==> src/rtl/spi_regif_pkg.sv <==
package spi_regif_pkg;
  localparam logic [7:0] OFF_CTRL   = 8'h00;
  localparam logic [7:0] OFF_FSZ    = 8'h04;
  localparam logic [7:0] OFF_STAT   = 8'h08;
  localparam logic [7:0] OFF_ICLR   = 8'h0C;
  localparam logic [7:0] OFF_RXD    = 8'h10;
  localparam logic [7:0] OFF_TXD    = 8'h14;
  localparam logic [7:0] OFF_DIV    = 8'h18;
  localparam logic [7:0] OFF_SS     = 8'h1C;
  localparam logic [7:0] OFF_MIS    = 8'h20;
  localparam logic [7:0] OFF_RIS    = 8'h24;
  localparam logic [7:0] OFF_CMD    = 8'h2C;
  localparam logic [7:0] OFF_CNTUP  = 8'h50;

  localparam int B_EN     = 0;
  localparam int B_MST    = 1;
  localparam int B_IE_RX  = 4;
  localparam int B_IE_TX  = 5;
  localparam int B_IE_OVF = 6;
  localparam int B_IE_UND = 7;
  localparam int B_CNT_LO = 8;
  localparam int B_CPOL   = 24;
  localparam int B_CPHA   = 25;
  localparam int B_SSMODE = 26;
  localparam int B_CKMODE = 28;
  localparam int B_BIGF   = 29;
  localparam int B_SRST   = 31;

  localparam logic [31:0] CTRL_RST = 32'h8000_0000;

  typedef struct packed {
    logic ctrl;
    logic fsz;
    logic div;
    logic ss;
    logic cntup;
    logic iclr;
    logic txd;
    logic cmd;
  } wr_sel_t;
endpackage

==> src/rtl/spi_regif_cfg.sv <==
module spi_regif_cfg
  import spi_regif_pkg::*;
#(
  parameter int FSZ_W = 6,
  parameter int DIV_W = 8,
  parameter int SS_W  = 10,
  parameter int UP_W  = 16
) (
  input  logic             clk_i,
  input  logic             rst_ni,
  input  wr_sel_t          wsel_i,
  input  logic [31:0]      wdata_i,
  output logic [31:0]      ctrl_o,
  output logic [FSZ_W-1:0] fsz_o,
  output logic [DIV_W-1:0] div_o,
  output logic [SS_W-1:0]  ss_o,
  output logic [UP_W-1:0]  up_o
);
  always_ff @(posedge clk_i or negedge rst_ni) begin
    if (!rst_ni) begin
      ctrl_o <= CTRL_RST;
      fsz_o  <= '0;
      div_o  <= '0;
      ss_o   <= '0;
      up_o   <= '0;
    end else begin
      if (wsel_i.ctrl)  ctrl_o <= wdata_i;
      if (wsel_i.fsz)   fsz_o  <= wdata_i[FSZ_W-1:0];
      if (wsel_i.div)   div_o  <= wdata_i[DIV_W-1:0];
      if (wsel_i.ss)    ss_o   <= wdata_i[SS_W-1:0];
      if (wsel_i.cntup) up_o   <= wdata_i[UP_W-1:0];
    end
  end
endmodule

==> src/rtl/spi_regif_irq.sv <==
module spi_regif_irq #(
  parameter int INT_N = 6
) (
  input  logic             clk_i,
  input  logic             rst_ni,
  input  logic             srst_i,
  input  logic [INT_N-1:0] evt_i,
  input  logic             clr_we_i,
  input  logic [INT_N-1:0] clr_i,
  input  logic [INT_N-1:0] en_i,
  output logic [INT_N-1:0] raw_o,
  output logic [INT_N-1:0] mis_o,
  output logic             irq_o
);
  for (genvar k = 0; k < INT_N; k++) begin : g_bit
    logic clr_k;
    assign clr_k = clr_we_i & clr_i[k];
    always_ff @(posedge clk_i or negedge rst_ni) begin
      if (!rst_ni)     raw_o[k] <= 1'b0;
      else if (srst_i) raw_o[k] <= 1'b0;
      else if (evt_i[k]) raw_o[k] <= 1'b1;  // set wins over clear
      else if (clr_k)  raw_o[k] <= 1'b0;
    end
    assign mis_o[k] = raw_o[k] & en_i[k];
  end

  assign irq_o = |mis_o;
endmodule

==> src/rtl/spi_regif_rmux.sv <==
module spi_regif_rmux
  import spi_regif_pkg::*;
#(
  parameter int ADDR_W = 8,
  parameter int FSZ_W  = 6,
  parameter int DIV_W  = 8,
  parameter int SS_W   = 10,
  parameter int UP_W   = 16,
  parameter int STAT_W = 15,
  parameter int INT_N  = 6
) (
  input  logic [ADDR_W-1:0] addr_i,
  input  logic [31:0]       ctrl_i,
  input  logic [FSZ_W-1:0]  fsz_i,
  input  logic [DIV_W-1:0]  div_i,
  input  logic [SS_W-1:0]   ss_i,
  input  logic [UP_W-1:0]   up_i,
  input  logic [STAT_W-1:0] stat_i,
  input  logic [31:0]       rxd_i,
  input  logic [INT_N-1:0]  raw_i,
  input  logic [INT_N-1:0]  mis_i,
  output logic [31:0]       rdata_o
);
  always_comb begin
    rdata_o = '0;
    case (addr_i)
      ADDR_W'(OFF_CTRL):  rdata_o = ctrl_i;
      ADDR_W'(OFF_FSZ):   rdata_o = 32'(fsz_i);
      ADDR_W'(OFF_STAT):  rdata_o = 32'(stat_i);
      ADDR_W'(OFF_RXD):   rdata_o = rxd_i;
      ADDR_W'(OFF_DIV):   rdata_o = 32'(div_i);
      ADDR_W'(OFF_SS):    rdata_o = 32'(ss_i);
      ADDR_W'(OFF_MIS):   rdata_o = 32'(mis_i);
      ADDR_W'(OFF_RIS):   rdata_o = 32'(raw_i);
      ADDR_W'(OFF_CNTUP): rdata_o = 32'(up_i);
      default:            rdata_o = '0;
    endcase
  end
endmodule

==> src/rtl/spi_regif.sv <==
module spi_regif
  import spi_regif_pkg::*;
#(
  parameter int ADDR_W = 8,
  parameter int FSZ_W  = 6,
  parameter int DIV_W  = 8,
  parameter int SS_W   = 10,
  parameter int STAT_W = 15,
  parameter int CMD_W  = 8,
  parameter int INT_N  = 6
) (
  input  logic              clk_i,
  input  logic              rst_ni,
  input  logic              req_i,
  input  logic              we_i,
  input  logic [ADDR_W-1:0] addr_i,
  input  logic [31:0]       wdata_i,
  output logic [31:0]       rdata_o,
  input  logic [STAT_W-1:0] status_i,
  input  logic [31:0]       rx_data_i,
  output logic              rx_pop_o,
  output logic              tx_push_o,
  output logic [31:0]       tx_data_o,
  output logic              cmd_wr_o,
  output logic [CMD_W-1:0]  cmd_o,
  input  logic [INT_N-1:0]  evt_i,
  output logic              irq_o,
  output logic              enable_o,
  output logic              master_o,
  output logic              cpol_o,
  output logic              cpha_o,
  output logic              ss_mode_o,
  output logic              clk_mode_o,
  output logic              big_fifo_o,
  output logic              soft_rst_o,
  output logic [FSZ_W-1:0]  frame_size_o,
  output logic [DIV_W-1:0]  clk_div_o,
  output logic [SS_W-1:0]   slave_sel_o,
  output logic [31:0]       frame_count_o
);
  localparam int CNT_LO_W = 16;
  localparam int UP_W     = 32 - CNT_LO_W;

  logic              wr, rd;
  wr_sel_t           wsel;
  logic [31:0]       ctrl_q;
  logic [UP_W-1:0]   up_q;
  logic [INT_N-1:0]  raw_q, mis, en_vec;

  assign wr = req_i & we_i;
  assign rd = req_i & ~we_i;

  always_comb begin
    wsel       = '0;
    wsel.ctrl  = wr & (addr_i == ADDR_W'(OFF_CTRL));
    wsel.fsz   = wr & (addr_i == ADDR_W'(OFF_FSZ));
    wsel.div   = wr & (addr_i == ADDR_W'(OFF_DIV));
    wsel.ss    = wr & (addr_i == ADDR_W'(OFF_SS));
    wsel.cntup = wr & (addr_i == ADDR_W'(OFF_CNTUP));
    wsel.iclr  = wr & (addr_i == ADDR_W'(OFF_ICLR));
    wsel.txd   = wr & (addr_i == ADDR_W'(OFF_TXD));
    wsel.cmd   = wr & (addr_i == ADDR_W'(OFF_CMD));
  end

  spi_regif_cfg #(
    .FSZ_W(FSZ_W), .DIV_W(DIV_W), .SS_W(SS_W), .UP_W(UP_W)
  ) u_cfg (
    .clk_i  (clk_i),
    .rst_ni (rst_ni),
    .wsel_i (wsel),
    .wdata_i(wdata_i),
    .ctrl_o (ctrl_q),
    .fsz_o  (frame_size_o),
    .div_o  (clk_div_o),
    .ss_o   (slave_sel_o),
    .up_o   (up_q)
  );

  // enable bits in the control word sit in a different order than the raw bits
  always_comb begin
    en_vec    = '0;
    en_vec[0] = ctrl_q[B_IE_TX];
    en_vec[1] = ctrl_q[B_IE_RX];
    en_vec[2] = ctrl_q[B_IE_OVF];
    en_vec[3] = ctrl_q[B_IE_UND];
  end

  spi_regif_irq #(.INT_N(INT_N)) u_irq (
    .clk_i   (clk_i),
    .rst_ni  (rst_ni),
    .srst_i  (ctrl_q[B_SRST]),
    .evt_i   (evt_i),
    .clr_we_i(wsel.iclr),
    .clr_i   (wdata_i[INT_N-1:0]),
    .en_i    (en_vec),
    .raw_o   (raw_q),
    .mis_o   (mis),
    .irq_o   (irq_o)
  );

  spi_regif_rmux #(
    .ADDR_W(ADDR_W), .FSZ_W(FSZ_W), .DIV_W(DIV_W), .SS_W(SS_W),
    .UP_W(UP_W), .STAT_W(STAT_W), .INT_N(INT_N)
  ) u_rmux (
    .addr_i (addr_i),
    .ctrl_i (ctrl_q),
    .fsz_i  (frame_size_o),
    .div_i  (clk_div_o),
    .ss_i   (slave_sel_o),
    .up_i   (up_q),
    .stat_i (status_i),
    .rxd_i  (rx_data_i),
    .raw_i  (raw_q),
    .mis_i  (mis),
    .rdata_o(rdata_o)
  );

  assign rx_pop_o   = rd & (addr_i == ADDR_W'(OFF_RXD));
  assign tx_push_o  = wsel.txd;
  assign tx_data_o  = wdata_i;
  assign cmd_wr_o   = wsel.cmd;
  assign cmd_o      = wdata_i[CMD_W-1:0];

  assign soft_rst_o = ctrl_q[B_SRST];
  assign enable_o   = ctrl_q[B_EN] & ~ctrl_q[B_SRST];
  assign master_o   = ctrl_q[B_MST];
  assign cpol_o     = ctrl_q[B_CPOL];
  assign cpha_o     = ctrl_q[B_CPHA];
  assign ss_mode_o  = ctrl_q[B_SSMODE];
  assign clk_mode_o = ctrl_q[B_CKMODE];
  assign big_fifo_o = ctrl_q[B_BIGF];

  assign frame_count_o = {up_q, ctrl_q[B_CNT_LO +: CNT_LO_W]};
endmodule

==> config.mk <==
export PLATFORM = sky130hd
export DESIGN_NAME = spi_regif
export DESIGN_NICKNAME = d
export VERILOG_FILES = /design/src/rtl/spi_regif_pkg.sv /design/src/rtl/spi_regif_cfg.sv /design/src/rtl/spi_regif_irq.sv /design/src/rtl/spi_regif_rmux.sv /design/src/rtl/spi_regif.sv
export SDC_FILE = /design/constraint.sdc
export NUM_CORES = 1
export LEC_CHECK = 0
export ABC_AREA = 1
export BUFFER_PORTS_ARGS = -buffer_cell sky130_fd_sc_hd__buf_2
export CORE_MARGIN = 5
export CORE_UTILIZATION = 50
export CTS_CLUSTER_DIAMETER = 50
export DETAILED_ROUTE_END_ITERATION = 10
export PLACE_DENSITY = 0.95
export SLEW_MARGIN = 20
export SYNTH_ARGS = -nofsm -noshare
export SYNTH_HDL_FRONTEND = slang
export SYNTH_SLANG_ARGS = --single-unit
==> constraint.sdc <==
create_clock -name clk_i -period 2.7 [get_ports clk_i]
set_input_delay 0.405 -clock clk_i [delete_from_list [all_inputs] [get_ports clk_i]]
set_output_delay 0.405 -clock clk_i [all_outputs]
set_load 0.03 [all_outputs]
# After elaboration in Yosys (flattened, before gate mapping)
# Index checks and enable logic that the tools add are counted.
# Widths: inputs -> output; s select.
# word_totals
out_inout_bits	140
regBits	78
# classes
n_eq_ne	11
reduce_logical	8
bitwise_logic	24
muxes	19
# ops
op	n
$pmux 32 s9	1
$eq 8x5->1 const B	4
$eq 8x6->1 const B	3
$and 1x1->1	22
$mux 1	18
$reduce_bool 3->1	6
$eq 8x4->1 const B	2
$eq 8x3->1 const B	1
$eq 8x7->1 const B	1
$logic_not 8->1	1
$reduce_or 4->1	1
$not 1->1	2

# Logic depth before layout (Yosys ltp)
# depth
ltp_word	6
ltp_mapped	10

# Cells and area by module
# Synthesis repeated with hierarchy kept, for this count alone.
# unflattened
cells_unflattened	673
hier_area_um2	4838.4
# by_module_without_submodules
mod	seq_area_each_um2	area_per_inst_um2	cells_each	instances
spi_regif_cfg	1803.0	2817.7	305	1
spi_regif_rmux	0.0	1213.7	243	1
spi_regif	0.0	488.0	77	1
spi_regif_irq	150.1	319.1	48	1

# Least setup slack after synthesis
# OpenSTA, ideal clock, no wires.
# synth_timing
path_kind	input port to output port
startpoint	input port addr_i[1]
endpoint	output port rx_pop_o
setup_slack_ns	0.783
required_time_ns	2.295
arrival_ns	1.512
n_path_buf	1
stages	6
path_cell_list	nor2_2 nand2_2 nor2_4 buf_2 nand2_1 nor2_1
# synth_between
elab_chain_cells	2
# synth_rtl
item	line	source
from (decl)	spi_regif.sv:16	input logic [ADDR_W-1:0] addr_i,
$eq 8x5->1	spi_regif.sv:118	assign rx_pop_o = rd & (addr_i == ADDR_W'(OFF_RXD));
$and 1x1->1	spi_regif.sv:118	
to (decl)	spi_regif.sv:21	output logic rx_pop_o,
# Every way passes these cells.

# Final worst setup path
# layout_timing
startpoint	input port addr_i[5]
endpoint	output port rdata_o[3]
# layout_between
elab_chain_cells	2
elab_cells_between_ends	10
classes_between	8 x eq/ne; 1 x mux; 1 x reduce/logical
# layout_rtl
item	line	source
$eq 8x7->1 (tied with other cells)	spi_regif_rmux.sv:26	case (addr_i)
$pmux 32 s9 *	spi_regif_rmux.sv:26	
to (decl)	spi_regif.sv:18	output logic [31:0] rdata_o,
# Every way passes the cells marked *; elsewhere a longest branch is shown, timed or not.

==> implementation parameters <==
Parameter                              Value

Power and ir drop
  Worst supply voltage drop on vdd ... between 0.2 and 0.3 mV
  Power Density ... roughly 440 nW/um^2
  Fraction of power consumed by sequential logic ... 0.498
  Clock group share of total power ... 0.337
  Static Leak ... roughly 3.3 nW
  Net switching power ... 0.000732 W
  Int Pwr ... 0.00175 W
  Switching Fraction ... 0.294
  Part of the power in combinational logic ... 0.164

GRT
  Sum of overflow across all layers after global routing ... 0
  Initial antenna violation count ... 0
  Maximum number of pins on one net before global-route repair ... 79
  Overall global routing resource usage ... 0.252
  Vias in the first global route ... 4577
  First-pass GRT wire length ... ~23 mm

Die
  Starting density of the core ... 0.507
  I/O pins ... 237
  Vertical die dimension ... between 100 and 150 um
  Die footprint ... 11300 sq um
  Core area ... 9110 sq um
  Number of cell rows ... 35
  Die Wd ... 106 um

Timing
  Part of the cycle the worst path needs ... 0.868
  Number of failing setup endpoints in the final timing report ... 0
  Slew Limit Fails ... 0
  Setup repair after global routing missed its margin ... false
  Post-layout minimum cycle time ... 2340 ps
  Final worst clock skew ... a little over 10 ps
  Worst-case setup margin in the final layout ... between 300 and 400 ps
  Slew margin rel. ... 0.471
  Transition time at the pin with the least slew margin ... 791 ps
  F_max ... ~430 MHz
  Number of hold violations in the final report ... 0
  Sum Neg Setup Slack ... 0 ps

Layout
  Utilization after layout ... 0.619
  Number of inserted filler cells in the final layout ... 820
  Area growth from synthesis to final layout ... 22.0%
  Layout Nets ... 891
  Antenna fix cells ... 0
  Ratio of cells with drive above 1 in the final layout ... 0.353
  Final standard cell count with taps included and fillers excluded ... 909
  Final instance area ... 5640 sq um

Clocking
  Post-CTS sizing ... 0
  CTS hold repair buffers ... 0
  CTS tree ... built
  Clk Tree Root Cell ... sky130_fd_sc_hd__clkbuf_8
  Num CTS Buffers ... 9
  Maximum clock insertion buffer count ... 2
  H-tree levels ... 3
  Skew-Pair Late Insertion Delay ... 350 ps
  Clock-pin slew on the worst setup and hold paths ... ~80 ps
  Number of post-CTS setup repair buffers ... 0
  Count of clock tree sinks ... 78

Yosys
  Proportion of synthesized flip-flops having asynchronous set or reset ... 1.00
  Mapped cell area ... roughly 4600 sq um
  Avg Inst Size Synth ... 7.43 sq um
  Syn Nets ... approximately 720
  Most common cell in the netlist ... sky130_fd_sc_hd__nand2_1
  Synth Register Bits ... between 70 and 80
  Largest cells by area after synthesis ... sky130_fd_sc_hd__dfrtp_1, sky130_fd_sc_hd__nand2_1, sky130_fd_sc_hd__buf_4
  Register area share after synthesis ... 0.423
  Yosys top cell area share ... 0.417
  Top cells by count, synth ... sky130_fd_sc_hd__nand2_1, sky130_fd_sc_hd__dfrtp_1, sky130_fd_sc_hd__nand3_1
  Cell type with the largest total area after synthesis ... sky130_fd_sc_hd__dfrtp_1
  Synth Flop Type ... sky130_fd_sc_hd__dfrtp_1
  Count of flip-flops with a built-in enable after synthesis ... 0
  Number of warnings printed during yosys synthesis ... 0
  Synthesized netlist cell count ... 622
  Count of cell types in the netlist ... 23

Detailed routing
  Detail Route Antenna Nets ... 0
  Average wire per cell in the routed design ... 15.8 um
  Detailed-route wire length ... between 10 and 15 mm
  # DRC ... 0
  Vias per inst ... between 5 and 6
  Count of vias placed by the detailed router ... 4788
  Starting DRC count in detailed routing ... 383
  Count of TritonRoute iterations in the first routing pass ... 5

Critical path
  Critical path required time ... 2300 ps
  Worst setup SP type ... input pin
  R2r startpoint ... u_cfg.ctrl_o[31]$_DFFE_PN1P_
  Crit path launch ... addr_i[5]
  Reg-to-reg slack, setup ... 1590 ps
  Depth of the worst register-to-register path ... 3
  Type of destination of the critical path ... output pin
  CP Capture Point ... rdata_o[3]
  Arrival time of the worst setup path ... approximately 1900 ps
  Crit path kind ... input pin to output pin
  Largest fanout on the critical path ... 11
  Crit Reg-Reg Endpoint ... u_irq.raw_o[5]$_DFFE_PN0P_

Placement
  Number of buffers inserted by port buffering ... 236
  Worst setup timing slack at the placement stage ... 348 ps
  Routability Congestion ... between 0.9 and 1
  Post-detailed-placement half-perimeter wirelength ... 11.1 mm
  Cells after DPL ... 893
  Placed cell area ... 5440 sq um

Worst hold path
  Class of the tightest hold or removal check ... input pin to asynchronous set/reset pin

Job
  Max-cap violations ... 0

Status
  Run status ... finished, final reports clean
worst max-delay path, stage by stage:
cell                      delay [ps]
sky130_fd_sc_hd__buf_2           120
sky130_fd_sc_hd__inv_1            90
sky130_fd_sc_hd__nand2_1         120
sky130_fd_sc_hd__nor2_2          470
sky130_fd_sc_hd__nand2_2         210
sky130_fd_sc_hd__nor2_1          150
sky130_fd_sc_hd__nor2_1           60
sky130_fd_sc_hd__nand3_1         110
sky130_fd_sc_hd__buf_2           210
final cells by class:
cell class              instances  area (sq um)  share of cell area
inverters                      49           184              0.0326
repair buffers                245          1280               0.226
multi-input cells             411          1900               0.338
clock buffers                  11           131              0.0233
clock inverters                 4          48.8             0.00866
flip-flops and latches         78          1950               0.347
well taps                     111           139              0.0246
power groups by stage:
stage | logic, W | registers, W | clock network (W)
floorplan | 0.000223 | 0.00129 | 0
global placement | 0.000399 | 0.00126 | 0
detailed placement | 0.000406 | 0.00126 | 0
CTS | 0.000407 | 0.00124 | 0.000859
global route | 0.000442 | 0.00124 | 0.000899
finish | 0.000409 | 0.00124 | 0.000838
worst min-delay path by stage:
stage / end / cells past startpoint / slack [ps] / startpoint
final: u_cfg.div_o[3]$_DFFE_PN0P_ / 1 / 6 / rst_ni
after floorplan: u_cfg.ctrl_o[0]$_DFFE_PN0P_ / 0 / 110 / rst_ni
after detailed placement: u_cfg.ctrl_o[30]$_DFFE_PN0P_ / 2 / 460 / u_cfg.ctrl_o[30]$_DFFE_PN0P_
after global placement: u_cfg.ctrl_o[30]$_DFFE_PN0P_ / 2 / 460 / u_cfg.ctrl_o[30]$_DFFE_PN0P_
after global routing: u_irq.raw_o[4]$_DFFE_PN0P_ / 1 / 20 / rst_ni
after CTS: u_cfg.div_o[3]$_DFFE_PN0P_ / 1 / 240 / rst_ni
cells by family after synthesis:
group,share of synthesized area
AO/OA/AOI/OAI,0.0945
buffers and inverters,0.166
flip-flops,0.423
AND/OR/NAND/NOR,0.317
placed cells by master, fill, tap and decap left out, types with 3 or more instances in the layout:
master                     netlist  routed
sky130_fd_sc_hd__buf_2          16     235
sky130_fd_sc_hd__nand2_1       209     208
sky130_fd_sc_hd__dfrtp_1        77      77
sky130_fd_sc_hd__nand3_1        72      72
sky130_fd_sc_hd__inv_1          46      46
sky130_fd_sc_hd__nor2_1         34      34
sky130_fd_sc_hd__o21ai_1        27      27
sky130_fd_sc_hd__o21ai_0        21      21
sky130_fd_sc_hd__a22o_1         15      15
sky130_fd_sc_hd__clkbuf_8        0       9
sky130_fd_sc_hd__nand4_1         8       8
sky130_fd_sc_hd__buf_4          62       8
sky130_fd_sc_hd__nor2_4          6       6
sky130_fd_sc_hd__nand2_2         4       5
sky130_fd_sc_hd__o21ai_2         4       4
sky130_fd_sc_hd__o21a_1          4       4
sky130_fd_sc_hd__nor2_2          3       3
sky130_fd_sc_hd__inv_2           3       3
metal layers:
metal | GRT usage | part of all wire | vias to the layer above
met5 | 0 | 0 | -
met1 | 0.296 | 0.38 | 2228
li1 | - | - | 2281
met2 | 0.442 | 0.50 | 250
met4 | 0.0971 | 0.023 | 0
met3 | 0.0607 | 0.093 | 29
sequential cells by signal, indices dropped and copies added, names as in the netlist:
name / cells
u_cfg.ctrl_o: 32
u_cfg.fsz_o: 6
u_irq.raw_o: 6
u_cfg.ss_o: 10
u_cfg.up_o: 16
u_cfg.div_o: 8
metrics by stage:
| step | power (W) | hold slack (ps) |
|---|---|---|
| 2_1_floorplan | 0.00152 | 109 |
| 3_3_place_gp | 0.00166 | 458 |
| 3_5_place_dp | 0.00167 | 460 |
| 4_1_cts | 0.00250 | 239 |
| 5_1_grt | 0.00258 | 19.7 |
| 6_report | 0.00248 | 5.87 |
Power figures use the tool's default switching activity.
